==> src/rtl/int_exec_pkg.sv <==
package int_exec_pkg;
  localparam int XLEN    = 32;
  localparam int IMM_W   = 16;
  localparam int RIDX_W  = 5;
  localparam int SHAMT_W = 5;
  localparam int OP_W    = 6;
  localparam int FN_W    = 6;

  localparam logic [OP_W-1:0] OPC_RFMT = 6'd0;
  localparam logic [OP_W-1:0] OPC_ADDI = 6'd8;
  localparam logic [OP_W-1:0] OPC_SLTI = 6'd10;
  localparam logic [OP_W-1:0] OPC_ANDI = 6'd12;
  localparam logic [OP_W-1:0] OPC_ORI  = 6'd13;
  localparam logic [OP_W-1:0] OPC_LUI  = 6'd15;

  localparam logic [FN_W-1:0] FN_SLL = 6'd0;
  localparam logic [FN_W-1:0] FN_SRL = 6'd2;
  localparam logic [FN_W-1:0] FN_ADD = 6'd32;
  localparam logic [FN_W-1:0] FN_SUB = 6'd34;
  localparam logic [FN_W-1:0] FN_AND = 6'd36;
  localparam logic [FN_W-1:0] FN_OR  = 6'd37;
  localparam logic [FN_W-1:0] FN_NOR = 6'd39;
  localparam logic [FN_W-1:0] FN_SLT = 6'd42;

  typedef enum logic [3:0] {
    ALU_ADD, ALU_SUB, ALU_AND, ALU_OR, ALU_NOR,
    ALU_SLT, ALU_SLL, ALU_SRL, ALU_LUI
  } alu_op_e;

  typedef enum logic [1:0] {
    OPB_REG, OPB_SEXT, OPB_ZEXT
  } opb_sel_e;

  typedef struct packed {
    alu_op_e  op;
    opb_sel_e opb_sel;
    logic     rd_dst;
    logic     legal;
  } dec_t;
endpackage

==> src/rtl/int_exec_decode.sv <==
module int_exec_decode
  import int_exec_pkg::*;
(
  input  logic [OP_W-1:0] opc_i,
  input  logic [FN_W-1:0] fn_i,
  output dec_t            dec_o
);
  always_comb begin
    dec_o = '{op: ALU_ADD, opb_sel: OPB_REG, rd_dst: 1'b0, legal: 1'b0};
    unique case (opc_i)
      OPC_RFMT: begin
        dec_o.rd_dst = 1'b1;
        dec_o.legal  = 1'b1;
        unique case (fn_i)
          FN_ADD:  dec_o.op = ALU_ADD;
          FN_SUB:  dec_o.op = ALU_SUB;
          FN_AND:  dec_o.op = ALU_AND;
          FN_OR:   dec_o.op = ALU_OR;
          FN_NOR:  dec_o.op = ALU_NOR;
          FN_SLT:  dec_o.op = ALU_SLT;
          FN_SLL:  dec_o.op = ALU_SLL;
          FN_SRL:  dec_o.op = ALU_SRL;
          default: dec_o.legal = 1'b0;
        endcase
      end
      OPC_ADDI: dec_o = '{op: ALU_ADD, opb_sel: OPB_SEXT, rd_dst: 1'b0, legal: 1'b1};
      OPC_SLTI: dec_o = '{op: ALU_SLT, opb_sel: OPB_SEXT, rd_dst: 1'b0, legal: 1'b1};
      OPC_ANDI: dec_o = '{op: ALU_AND, opb_sel: OPB_ZEXT, rd_dst: 1'b0, legal: 1'b1};
      OPC_ORI:  dec_o = '{op: ALU_OR,  opb_sel: OPB_ZEXT, rd_dst: 1'b0, legal: 1'b1};
      OPC_LUI:  dec_o = '{op: ALU_LUI, opb_sel: OPB_ZEXT, rd_dst: 1'b0, legal: 1'b1};
      default:  dec_o.legal = 1'b0;
    endcase
  end
endmodule

==> src/rtl/int_exec_opb.sv <==
module int_exec_opb
  import int_exec_pkg::*;
#(
  parameter int W = XLEN
) (
  input  opb_sel_e         sel_i,
  input  logic [W-1:0]     reg_i,
  input  logic [IMM_W-1:0] imm_i,
  output logic [W-1:0]     opb_o
);
  localparam int EXT_W = W - IMM_W;

  always_comb begin
    unique case (sel_i)
      OPB_SEXT: opb_o = {{EXT_W{imm_i[IMM_W-1]}}, imm_i};
      OPB_ZEXT: opb_o = {{EXT_W{1'b0}}, imm_i};
      default:  opb_o = reg_i;
    endcase
  end
endmodule

==> src/rtl/int_exec_alu.sv <==
module int_exec_alu
  import int_exec_pkg::*;
#(
  parameter int W = XLEN
) (
  input  alu_op_e            op_i,
  input  logic [W-1:0]       a_i,
  input  logic [W-1:0]       b_i,
  input  logic [SHAMT_W-1:0] shamt_i,
  output logic [W-1:0]       res_o
);
  localparam int LO_W = W - IMM_W;

  logic lt_s;
  assign lt_s = $signed(a_i) < $signed(b_i);

  always_comb begin
    unique case (op_i)
      ALU_ADD: res_o = a_i + b_i;
      ALU_SUB: res_o = a_i - b_i;
      ALU_AND: res_o = a_i & b_i;
      ALU_OR:  res_o = a_i | b_i;
      ALU_NOR: res_o = ~(a_i | b_i);
      ALU_SLT: res_o = {{(W-1){1'b0}}, lt_s};
      ALU_SLL: res_o = b_i << shamt_i;
      ALU_SRL: res_o = b_i >> shamt_i;
      ALU_LUI: res_o = {b_i[IMM_W-1:0], {LO_W{1'b0}}};
      default: res_o = '0;
    endcase
  end
endmodule

==> src/rtl/int_exec_unit.sv <==
module int_exec_unit
  import int_exec_pkg::*;
#(
  parameter bit OUT_REG = 1'b1
) (
  input  logic              clk_i,
  input  logic              rst_ni,
  input  logic [XLEN-1:0]   insn_i,
  input  logic [XLEN-1:0]   opa_i,
  input  logic [XLEN-1:0]   opb_i,
  output logic [XLEN-1:0]   result_o,
  output logic [RIDX_W-1:0] dst_o,
  output logic              wr_en_o,
  output logic              illegal_o
);
  localparam int RT_LSB = 16;
  localparam int RD_LSB = 11;
  localparam int SH_LSB = 6;

  dec_t              dec;
  logic [XLEN-1:0]   opb_eff;
  logic [XLEN-1:0]   alu_res;
  logic [RIDX_W-1:0] rt_idx, rd_idx;
  logic [XLEN-1:0]   res_c;
  logic [RIDX_W-1:0] dst_c;
  logic              wen_c, ill_c;

  assign rt_idx = insn_i[RT_LSB +: RIDX_W];
  assign rd_idx = insn_i[RD_LSB +: RIDX_W];

  int_exec_decode u_dec (
    .opc_i (insn_i[XLEN-1 -: OP_W]),
    .fn_i  (insn_i[FN_W-1:0]),
    .dec_o (dec)
  );

  int_exec_opb #(.W(XLEN)) u_opb (
    .sel_i (dec.opb_sel),
    .reg_i (opb_i),
    .imm_i (insn_i[IMM_W-1:0]),
    .opb_o (opb_eff)
  );

  int_exec_alu #(.W(XLEN)) u_alu (
    .op_i    (dec.op),
    .a_i     (opa_i),
    .b_i     (opb_eff),
    .shamt_i (insn_i[SH_LSB +: SHAMT_W]),
    .res_o   (alu_res)
  );

  always_comb begin
    ill_c = ~dec.legal;
    dst_c = dec.legal ? (dec.rd_dst ? rd_idx : rt_idx) : '0;
    res_c = dec.legal ? alu_res : '0;
    wen_c = dec.legal && (dst_c != '0);
  end

  generate
    if (OUT_REG) begin : g_oreg
      always_ff @(posedge clk_i or negedge rst_ni) begin
        if (!rst_ni) begin
          result_o  <= '0;
          dst_o     <= '0;
          wr_en_o   <= 1'b0;
          illegal_o <= 1'b0;
        end else begin
          result_o  <= res_c;
          dst_o     <= dst_c;
          wr_en_o   <= wen_c;
          illegal_o <= ill_c;
        end
      end

      p_stage_follow_r9: assert property (@(posedge clk_i) disable iff (!rst_ni)
        1'b1 |=> (result_o == $past(res_c)) && (wr_en_o == $past(wen_c)))
        else $error("output stage out of step");
    end else begin : g_comb
      assign result_o  = res_c;
      assign dst_o     = dst_c;
      assign wr_en_o   = wen_c;
      assign illegal_o = ill_c;
    end
  endgenerate

  p_illegal_quiet_r8: assert property (@(posedge clk_i) disable iff (!rst_ni)
    illegal_o |-> (!wr_en_o && result_o == '0 && dst_o == '0))
    else $error("illegal instruction leaked a write");

  p_zero_dst_r7: assert property (@(posedge clk_i) disable iff (!rst_ni)
    wr_en_o |-> (dst_o != '0))
    else $error("write enabled to index 0");

  p_slt_bool_r3: assert property (@(posedge clk_i) disable iff (!rst_ni)
    (dec.op == ALU_SLT) |-> (alu_res[XLEN-1:1] == '0))
    else $error("compare result not 0/1");

  p_lui_low_r5: assert property (@(posedge clk_i) disable iff (!rst_ni)
    (dec.legal && dec.op == ALU_LUI) |-> (alu_res[IMM_W-1:0] == '0))
    else $error("upper-immediate low half not cleared");

  p_rfmt_dst_r6: assert property (@(posedge clk_i) disable iff (!rst_ni)
    (dec.legal && insn_i[XLEN-1 -: OP_W] == OPC_RFMT) |-> (dst_c == rd_idx))
    else $error("register-format destination wrong");
endmodule

==> config.mk <==
export PLATFORM = sky130hd
export DESIGN_NAME = int_exec_unit
export DESIGN_NICKNAME = d
export VERILOG_FILES = /design/src/rtl/int_exec_pkg.sv /design/src/rtl/int_exec_decode.sv /design/src/rtl/int_exec_opb.sv /design/src/rtl/int_exec_alu.sv /design/src/rtl/int_exec_unit.sv
export SDC_FILE = /design/constraint.sdc
export NUM_CORES = 1
export LEC_CHECK = 0
export ABC_CLOCK_PERIOD_IN_PS = 1100
export BUFFER_PORTS_ARGS = -buffer_cell sky130_fd_sc_hd__clkbuf_2
export CAP_MARGIN = 15
export CELL_PAD_IN_SITES_DETAIL_PLACEMENT = 1
export CELL_PAD_IN_SITES_GLOBAL_PLACEMENT = 2
export CORE_UTILIZATION = 37
export CTS_BUF_LIST = sky130_fd_sc_hd__clkbuf_4 sky130_fd_sc_hd__clkbuf_8
export DETAILED_ROUTE_END_ITERATION = 7
export MAX_ROUTING_LAYER = met4
export PLACE_DENSITY = 0.95
export REMOVE_ABC_BUFFERS = 1
export SETUP_SLACK_MARGIN = 0.5
export SLEW_MARGIN = 20
export SYNTH_ARGS = -nofsm -noshare
export SYNTH_HDL_FRONTEND = slang
export SYNTH_SLANG_ARGS = --single-unit
==> constraint.sdc <==
create_clock -name clk_i -period 1.1 [get_ports clk_i]
set_input_delay 0.275 -clock clk_i [delete_from_list [all_inputs] [get_ports clk_i]]
set_output_delay 0.275 -clock clk_i [all_outputs]
set_load 0.01 [all_outputs]
==> impl_metrics.ini, run 1 <==
[place]
numPortBuffers = 131
place_congestion = 1.212
dp.cells = 2459
dp_hpwl_um = 55920
pre_cts_slack_ps = -4262

[floorplan]
die_w_um = 169.9
die_h_um = 169.9
start_util = 0.3755
pin_count = 137
row_count = 61

[run_status]
stop_error = [ERROR GRT-0116] Global routing finished with congestion. Check the congestion regions in the DRC Viewer.
stop_stage = global routing (5_1_grt)
outcome = stopped before the end

[yosys]
async_reset_ff_frac = 1.000
yosysTopAreaCell = ha_1
synth-seq-cells = 39
syn_area_per_cell_um2 = 6.891
synth_area_leaders = ha_1 12%, dfrtp_1 9.4%, a21oi_1 5.9%
synth_edf_count = 0
synth_cells = 1514
synth_ff_type = dfrtp_1
synth_top_area_frac = 0.1175
yosys_warnings = 0
netlist_area_um2 = 10430
yosysSeqAreaShare = 0.09355
yosys.cell_types.count = 80

[clocking]
cts_sinks = 39
htreeDepth = 2
cts_root_buffer = clkbuf_8
clock_path_buffers = 2
numCtsBuffers = 5

[global_routing]
grt_pass1_wl_um = 165100
grt_overflow = 148
grt_max_degree = 59
grt_use_total = 0.8038
grt_pass1_vias = 22382
[synth_stat cells, types with 5 or more instances]
cell type and n:
o32ai_1 8, a31o_2 5, o31ai_1 11, nor2_1 136, a32oi_1 5, nand2_1 161, o2111ai_1 7, nand4_1 17
nor4_1 7, o21bai_1 15, and3_1 11, or2_2 5, dfrtp_1 39, o211ai_1 32, ha_1 98, xnor2_1 23
a21o_1 17, nor3_1 39, a221o_1 9, o22ai_1 27, a211oi_1 33, xor2_1 5, buf_2 12, a311oi_1 8
o21a_1 22, mux2i_1 38, a31oi_1 27, a22oi_1 21, mux2_2 12, o21ai_0 89, a21oi_1 122, a22o_1 6
nand2b_1 22, a221oi_1 17, clkbuf_1 81, and2_1 11, o21ai_1 9, nor2b_1 12, inv_1 110, a2111oi_0 7
a211o_1 5, nand3_1 43, mux4_2 24, buf_1 22, or3_1 13
[repair_timing]
action	4_1_cts
endpoints found under the setup margin	78
gates resized for setup	358
gates cloned	2
buffers inserted	59
pin swaps	101
endpoints found under the hold margin	39
[cell families after synthesis]
family	count (synthesis)	share of synthesized area
AO/OA/AOI/OAI	544	0.3516
buffers and inverters	229	0.08383
adder cells (fa/ha/maj)	100	0.1214
AND/OR/NAND/NOR	500	0.2249
XOR/XNOR	28	0.02351
multiplexers	74	0.1012
flip-flops	39	0.09355
[through the flow]
stage	hold WS, ps	instance area [µm²]
CTS	-82.81	17590
detailed placement	278.5	15410
global placement	267.4	15410
floorplan	-20.59	9986
[metal layers]
| metal | track usage | overflow |
|---|---|---|
| met1 | 0.7711 | 4 |
| met2 | 0.9335 | 75 |
| met3 | 0.6765 | 5 |
| met4 | 0.8237 | 64 |
| met5 | - | - |
==> run 2: changes to the inputs <==
--- a/config.mk
+++ b/config.mk
@@ -8,15 +8,10 @@
 export ABC_CLOCK_PERIOD_IN_PS = 1100
 export BUFFER_PORTS_ARGS = -buffer_cell sky130_fd_sc_hd__clkbuf_2
 export CAP_MARGIN = 15
-export CELL_PAD_IN_SITES_DETAIL_PLACEMENT = 1
-export CELL_PAD_IN_SITES_GLOBAL_PLACEMENT = 2
-export CORE_UTILIZATION = 37
-export CTS_BUF_LIST = sky130_fd_sc_hd__clkbuf_4 sky130_fd_sc_hd__clkbuf_8
+export CORE_UTILIZATION = 26
 export DETAILED_ROUTE_END_ITERATION = 7
-export MAX_ROUTING_LAYER = met4
-export PLACE_DENSITY = 0.95
+export PLACE_DENSITY_LB_ADDON = 0.15
 export REMOVE_ABC_BUFFERS = 1
-export SETUP_SLACK_MARGIN = 0.5
 export SLEW_MARGIN = 20
 export SYNTH_ARGS = -nofsm -noshare
 export SYNTH_HDL_FRONTEND = slang
==> run 2 against run 1 <==
- the flow now finishes, with violations (setup timing)
- area after synthesis unchanged
- synthesized cell count did not move
==> impl_metrics.ini, run 2 <==
[run_status]
outcome = finished, violations left
violations = setup timing

[yosys]
synth_cells = 1514
synth_edf_count = 0
yosysTopAreaCell = ha_1
syn_area_per_cell_um2 = 6.891
synth_most_common_cell = nand2_1
async_reset_ff_frac = 1.000
yosysSeqAreaShare = 0.09355
synth_top_area_frac = 0.1175
netlist_area_um2 = 10430
yosys_warnings = 0
synth_area_leaders = ha_1 12%, dfrtp_1 9.4%, a21oi_1 5.9%
synth-seq-cells = 39
synth_ff_type = dfrtp_1
ys_top_cells_by_count = 161 x nand2_1, 136 x nor2_1, 122 x a21oi_1, 110 x inv_1, 98 x ha_1
yosys.cell_types.count = 80

[critical_path]
setup.worst_path.start = insn_i[31]
cp_max_fo = 5
max_stage_delay_ps = 510
startpoint_type = input pin
critPathSlowestCell = or4_4
cp-end-kind = flip-flop
arrival_ps = 4350
crit_required_ps = 1310
worstPathCellList = buf_6, nor2_4, buf_6, nand3_4, nor2_4, buf_6, ha_4, buf_6, o21ai_4, inv_2, ha_4, or4_4, or4_4, a2111oi_4, nor4_4, buf_4, xnor2_4, nor2_4, a2111oi_4, buf_4, a21oi_1
path_common_cell = buf_6
path_class = in -> reg

[place]
place_congestion = 1.001
dp.cells = 2653
dp_hpwl_um = 52710
numPortBuffers = 131

[global_routing]
grt_pass1_vias = 15053
grt_overflow = 0
grt_pass1_wl_um = 96950
antenna_found_initial = 1
grt_max_degree = 59
grt_use_total = 0.3155

[power]
p_per_area_nw_per_um2 = 728.9
power.internal_mw = 7.613
p_sw_mw = 6.356
totalPowerFinal_mw = 13.97
seqPwrFrac = 0.108
combPwrFrac = 0.749
pwr-share-clk = 0.143
switching_share = 0.4550
leakagePower_nw = 8.902
ir_drop_uv = 757.2

[floorplan]
coreArea_um2 = 39640
start_util = 0.2632
die_h_um = 202.3
row_count = 73
dieArea_um2 = 40930
die_w_um = 202.3
pin_count = 137

[timing]
hold_viol_final = 0
finalCriticalPeriod_ps = 4146
fmax_ghz = 0.2412
rsz0062_at_grt = yes
hold_slack_ps = 191.9
slew_violations = 0
worst_slew_pin_slew_ps = 897.5
slew_headroom = 0.3941
setup_viol = 53
finalSetupTns_ps = -90960
layout_setup_ws_ps = -3046
finalCritPeriodShare = 3.769

[clocking]
cts_root_buffer = clkbuf_16
htreeDepth = 2
cts_sinks = 39
clkTransAtPathRegs_ps = 60
numCtsBuffers = 5
cts_tree = done
clock_path_buffers = 2

[layout]
final_cells = 2744
final_layout_size_suffix_gt1_frac = 0.5216
max_flop_register = result_o
syn_to_final_growth_pct = 83.71
num-nets-final = 2415
final_common_cell = buf_4
largest_register_ffs = 32
final_util = 0.4835
final.fill_count = 4015
mostFrequentLayoutCells = 605 x buf_4, 143 x nand2_1, 125 x clkbuf_2
largest_registers = result_o: 32 flops, dst_o: 5 flops

[drt]
drt-pass1-iter-count = 5
num_vias = 15278
vias_per_cell = 5.568
wl_um = 66230
antenna_left = 0
drc = 0
wl_per_cell_um = 24.13
drt_iter0_markers = 1172

[worst_hold_path]
min_to = dst_o[3]
min_path_type = in -> reg
hold_start = insn_i[19]
min_path_cells = 3

[job]
cap_viol_max_count = 0
[run 2: cell counts after synthesis]
No cell type changed its count.
[run 2: repair_timing]
action / in CTS / in global routing
resized for setup: 363 / 164
setup endpoints to repair: 59 / 71
hold buffers: 1 / 0
gates cloned: 1 / 0
setup buffers: 66 / 31
pin swaps: 118 / 124
endpoints found under the hold margin: 39 / 0
[run 2: power groups by stage]
stage / registers, mW / logic, mW / clock network (mW)
final: 1.51 / 10.5 / 1.99
after CTS: 1.51 / 9.63 / 2.02
after detailed placement: 1.54 / 8.20 / 0
after floorplan: 1.56 / 3.59 / 0
after global routing: 1.52 / 11.0 / 2.06
after global placement: 1.54 / 8.24 / 0
[run 2: final cells by class]
cell class                 instances  area (µm²)  area share
inverter                         114       452.9     0.02363
multi-input combinational       1246       10690      0.5576
clock inverter                     2       35.03    0.001828
tap                              525       656.9     0.03427
sequential                        39       975.9     0.05092
clock buffer                       6       138.9    0.007246
timing repair buffer             811        6217      0.3244
antenna                            1       2.502   0.0001306
[run 2: metrics by stage]
stage	cell area (µm²)	worst slack, ps
6_report	19170	-3046
5_1_grt	19160	-3181
4_1_cts	18270	-3116
3_5_place_dp	15890	-4383
3_3_place_gp	15890	-4188
2_1_floorplan	9986	-5654
[run 2: worst max path at each step]
stage	end	slack (ps)	cells after the start
4_1_cts	result_o[30]	-3120	20
2_1_floorplan	result_o[30]	-5650	18
6_report	result_o[18]	-3050	21
5_1_grt	result_o[31]	-3180	26
3_5_place_dp	result_o[18]	-4380	24
3_3_place_gp	result_o[18]	-4190	24
[run 2: cells by family after synthesis]
| kind of cell | share of synthesized area |
|---|---|
| compound gates | 0.3516 |
| xor+xnor | 0.02351 |
| fa+ha+maj | 0.1214 |
| buf+inv | 0.08383 |
| flops | 0.09355 |
| mux | 0.1012 |
| simple gates | 0.2249 |
[run 2: layer usage]
metal	GRT usage	vias up	wire length, µm
met2	0.5204	636	30400
met1	0.4072	7439	28160
li1	-	7035	-
met5	0	-	13
met3	0.04031	166	3893
met4	0.1453	2	3761
[run 2: critical path, delay by kind of cell]
family | cells | cell delay [ps]
AO/OA/AOI/OAI | 4 | 1000
AND/OR/NAND/NOR | 7 | 1520
adder cells (fa/ha/maj) | 2 | 460
XOR/XNOR | 1 | 170
buffers and inverters | 7 | 910
No activity file was read; power rests on OpenSTA's default activity.
==> run 3: changes to the inputs <==
--- a/config.mk
+++ b/config.mk
@@ -6,7 +6,7 @@
 export NUM_CORES = 1
 export LEC_CHECK = 0
 export ABC_CLOCK_PERIOD_IN_PS = 1100
-export BUFFER_PORTS_ARGS = -buffer_cell sky130_fd_sc_hd__clkbuf_2
+export BUFFER_PORTS_ARGS = -buffer_cell sky130_fd_sc_hd__buf_2
 export CAP_MARGIN = 15
 export CORE_UTILIZATION = 26
 export DETAILED_ROUTE_END_ITERATION = 7
==> run 3 against run 2 <==
- the flow still finishes with violations (setup timing)
- core utilization is 1.0 points lower
- clock-buffer cell count stayed put
- cell area is 2.1% lower
- worst hold slack worse by 0.66 ps
- wire length is 0.85% lower
- critical path depth is 2 lower
- die area stayed put
- non-clock buffer count is 14 lower
- total power is 4.0% lower
- clock power is 23% lower
- critical endpoint is now result_o[30]
- largest cell class unchanged
==> impl_metrics.ini, run 3 (synthesized netlist as in run 2, its figures left out) <==
[run_status]
outcome = finished, violations left
violations = setup timing

[drt]
wl_per_cell_um = 24.08
num_vias = 15162
drt-pass1-iter-count = 6
antenna_left = 0
vias_per_cell = 5.560
drt_iter0_markers = 1368
drc = 0
wl_um = 65660

[worst_hold_path]
min_path_cells = 3
min_to = dst_o[0]
hold_start = insn_i[16]
min_path_type = in -> reg

[layout]
num-nets-final = 2401
num_antenna_cells = 0
final_layout_size_suffix_gt1_frac = 0.5027
largest_register_ffs = 32
syn_to_final_growth_pct = 79.79
max_flop_register = result_o
final_common_cell = buf_4
final_util = 0.4732
mostFrequentLayoutCells = 595 x buf_4, 148 x nand2_1, 126 x nor2_1, 126 x buf_2, 88 x inv_1
largest_registers = result_o: 32 flops, dst_o: 5 flops
final_cells = 2727

[critical_path]
arrival_ps = 4340
startpoint_type = input pin
cp_max_fo = 6
cp-end-kind = flip-flop
critPathSlowestCell = or4_4
path_class = in -> reg
worstPathCellList = buf_6, nor2_4, nor4bb_4, inv_2, ha_4, buf_8, buf_6, o21ai_4, inv_2, ha_4, or4_4, or4_4, a2111oi_4, nor4_4, a21oi_4, o2111ai_2, a211o_1, a211o_1, nand3_1
max_stage_delay_ps = 550
crit_required_ps = 1380

[timing]
slew_headroom = 0.3697
finalSetupTns_ps = -87330
finalCriticalPeriod_ps = 4061
worst_slew_pin_slew_ps = 930.8
fmax_ghz = 0.2463
setup_viol = 51
slew_violations = 0
finalCritPeriodShare = 3.692
rsz0062_at_grt = yes
hold_viol_final = 0
layout_setup_ws_ps = -2961

[global_routing]
grt_use_total = 0.3119
grt_overflow = 0
grt_pass1_vias = 14763
grt_max_degree = 59
grt_pass1_wl_um = 95840
antenna_found_initial = 3

[place]
place_congestion = 0.9940
pre_cts_slack_ps = -4029
dp.cells = 2645
numPortBuffers = 131
dp_hpwl_um = 52660

[floorplan]
row_count = 73
start_util = 0.2632
die_h_um = 202.3
die_w_um = 202.3
pin_count = 137
dieArea_um2 = 40930
coreArea_um2 = 39640

[clocking]
cts_tree = done
clkTransAtPathRegs_ps = 70
clock_path_buffers = 2
htreeDepth = 2
cts_sinks = 39
numCtsBuffers = 5
cts_root_buffer = clkbuf_16

[power]
leakagePower_nw = 8.779
ir_drop_uv = 486.9
p_per_area_nw_per_um2 = 714.7
totalPowerFinal_mw = 13.41

[job]
cap_viol_max_count = 0
==> run 3: worst max-delay path: cells and delay by family <==
kind | cells | cell delay [ps]
AOI/OAI and AO/OA | 6 | 1360
adders and majority gates | 2 | 500
buffers and inverters | 5 | 550
and+or+nand+nor | 6 | 1640
==> run 3: cell type report <==
cell class,count,area [µm²]
clock buffers,6,128.9
well taps,525,656.9
inverters,114,444.2
repair buffers,797,6132
fillers,4037,20880
flip-flops and latches,39,975.9
multi-input cells,1246,10420
==> run 3: power breakdown <==
| part | switching [mW] | internal (mW) | total, mW | leakage, nW |
|---|---|---|---|---|
| clock | 0.719 | 0.820 | 1.54 | 0.0628 |
| combinational | 5.41 | 4.94 | 10.4 | 8.18 |
| sequential | 0.0248 | 1.49 | 1.52 | 0.534 |
==> run 3: worst max-delay path by stage <==
| stage | from | to | slack, ps | cells after the start |
|---|---|---|---|---|
| global route | insn_i[31] | result_o[30] | -3070 | 19 |
| global placement | insn_i[31] | result_o[30] | -3890 | 21 |
| CTS | insn_i[30] | result_o[29] | -2860 | 23 |
| floorplan | insn_i[31] | result_o[30] | -5650 | 18 |
| detailed placement | insn_i[31] | result_o[29] | -4030 | 23 |
| finish | insn_i[31] | result_o[30] | -2960 | 19 |
==> run 3: repair_timing <==
item                                    in CTS  in global routing
gates resized for setup                    288                172
buffers inserted                            40                 42
endpoints found under the setup margin      67                 73
hold buffers                                 1                  0
pin swaps                                   91                118
cloned                                       1                  1
hold endpoints to repair                     5                  0
==> run 3: routing by layer <==
| layer | wire [µm] | global-route usage |
|---|---|---|
| met5 | 12 | 0 |
| met4 | 3138 | 0.1276 |
| met3 | 3947 | 0.03144 |
| met2 | 30730 | 0.5204 |
| met1 | 27840 | 0.4088 |
==> run 3: per-stage QoR <==
stage	hold slack (ps)	area [µm²]
floorplan	-20.59	9986
global placement	188.0	15890
detailed placement	185.3	15890
CTS	183.8	17670
global route	197.7	18760
finish	191.3	18760
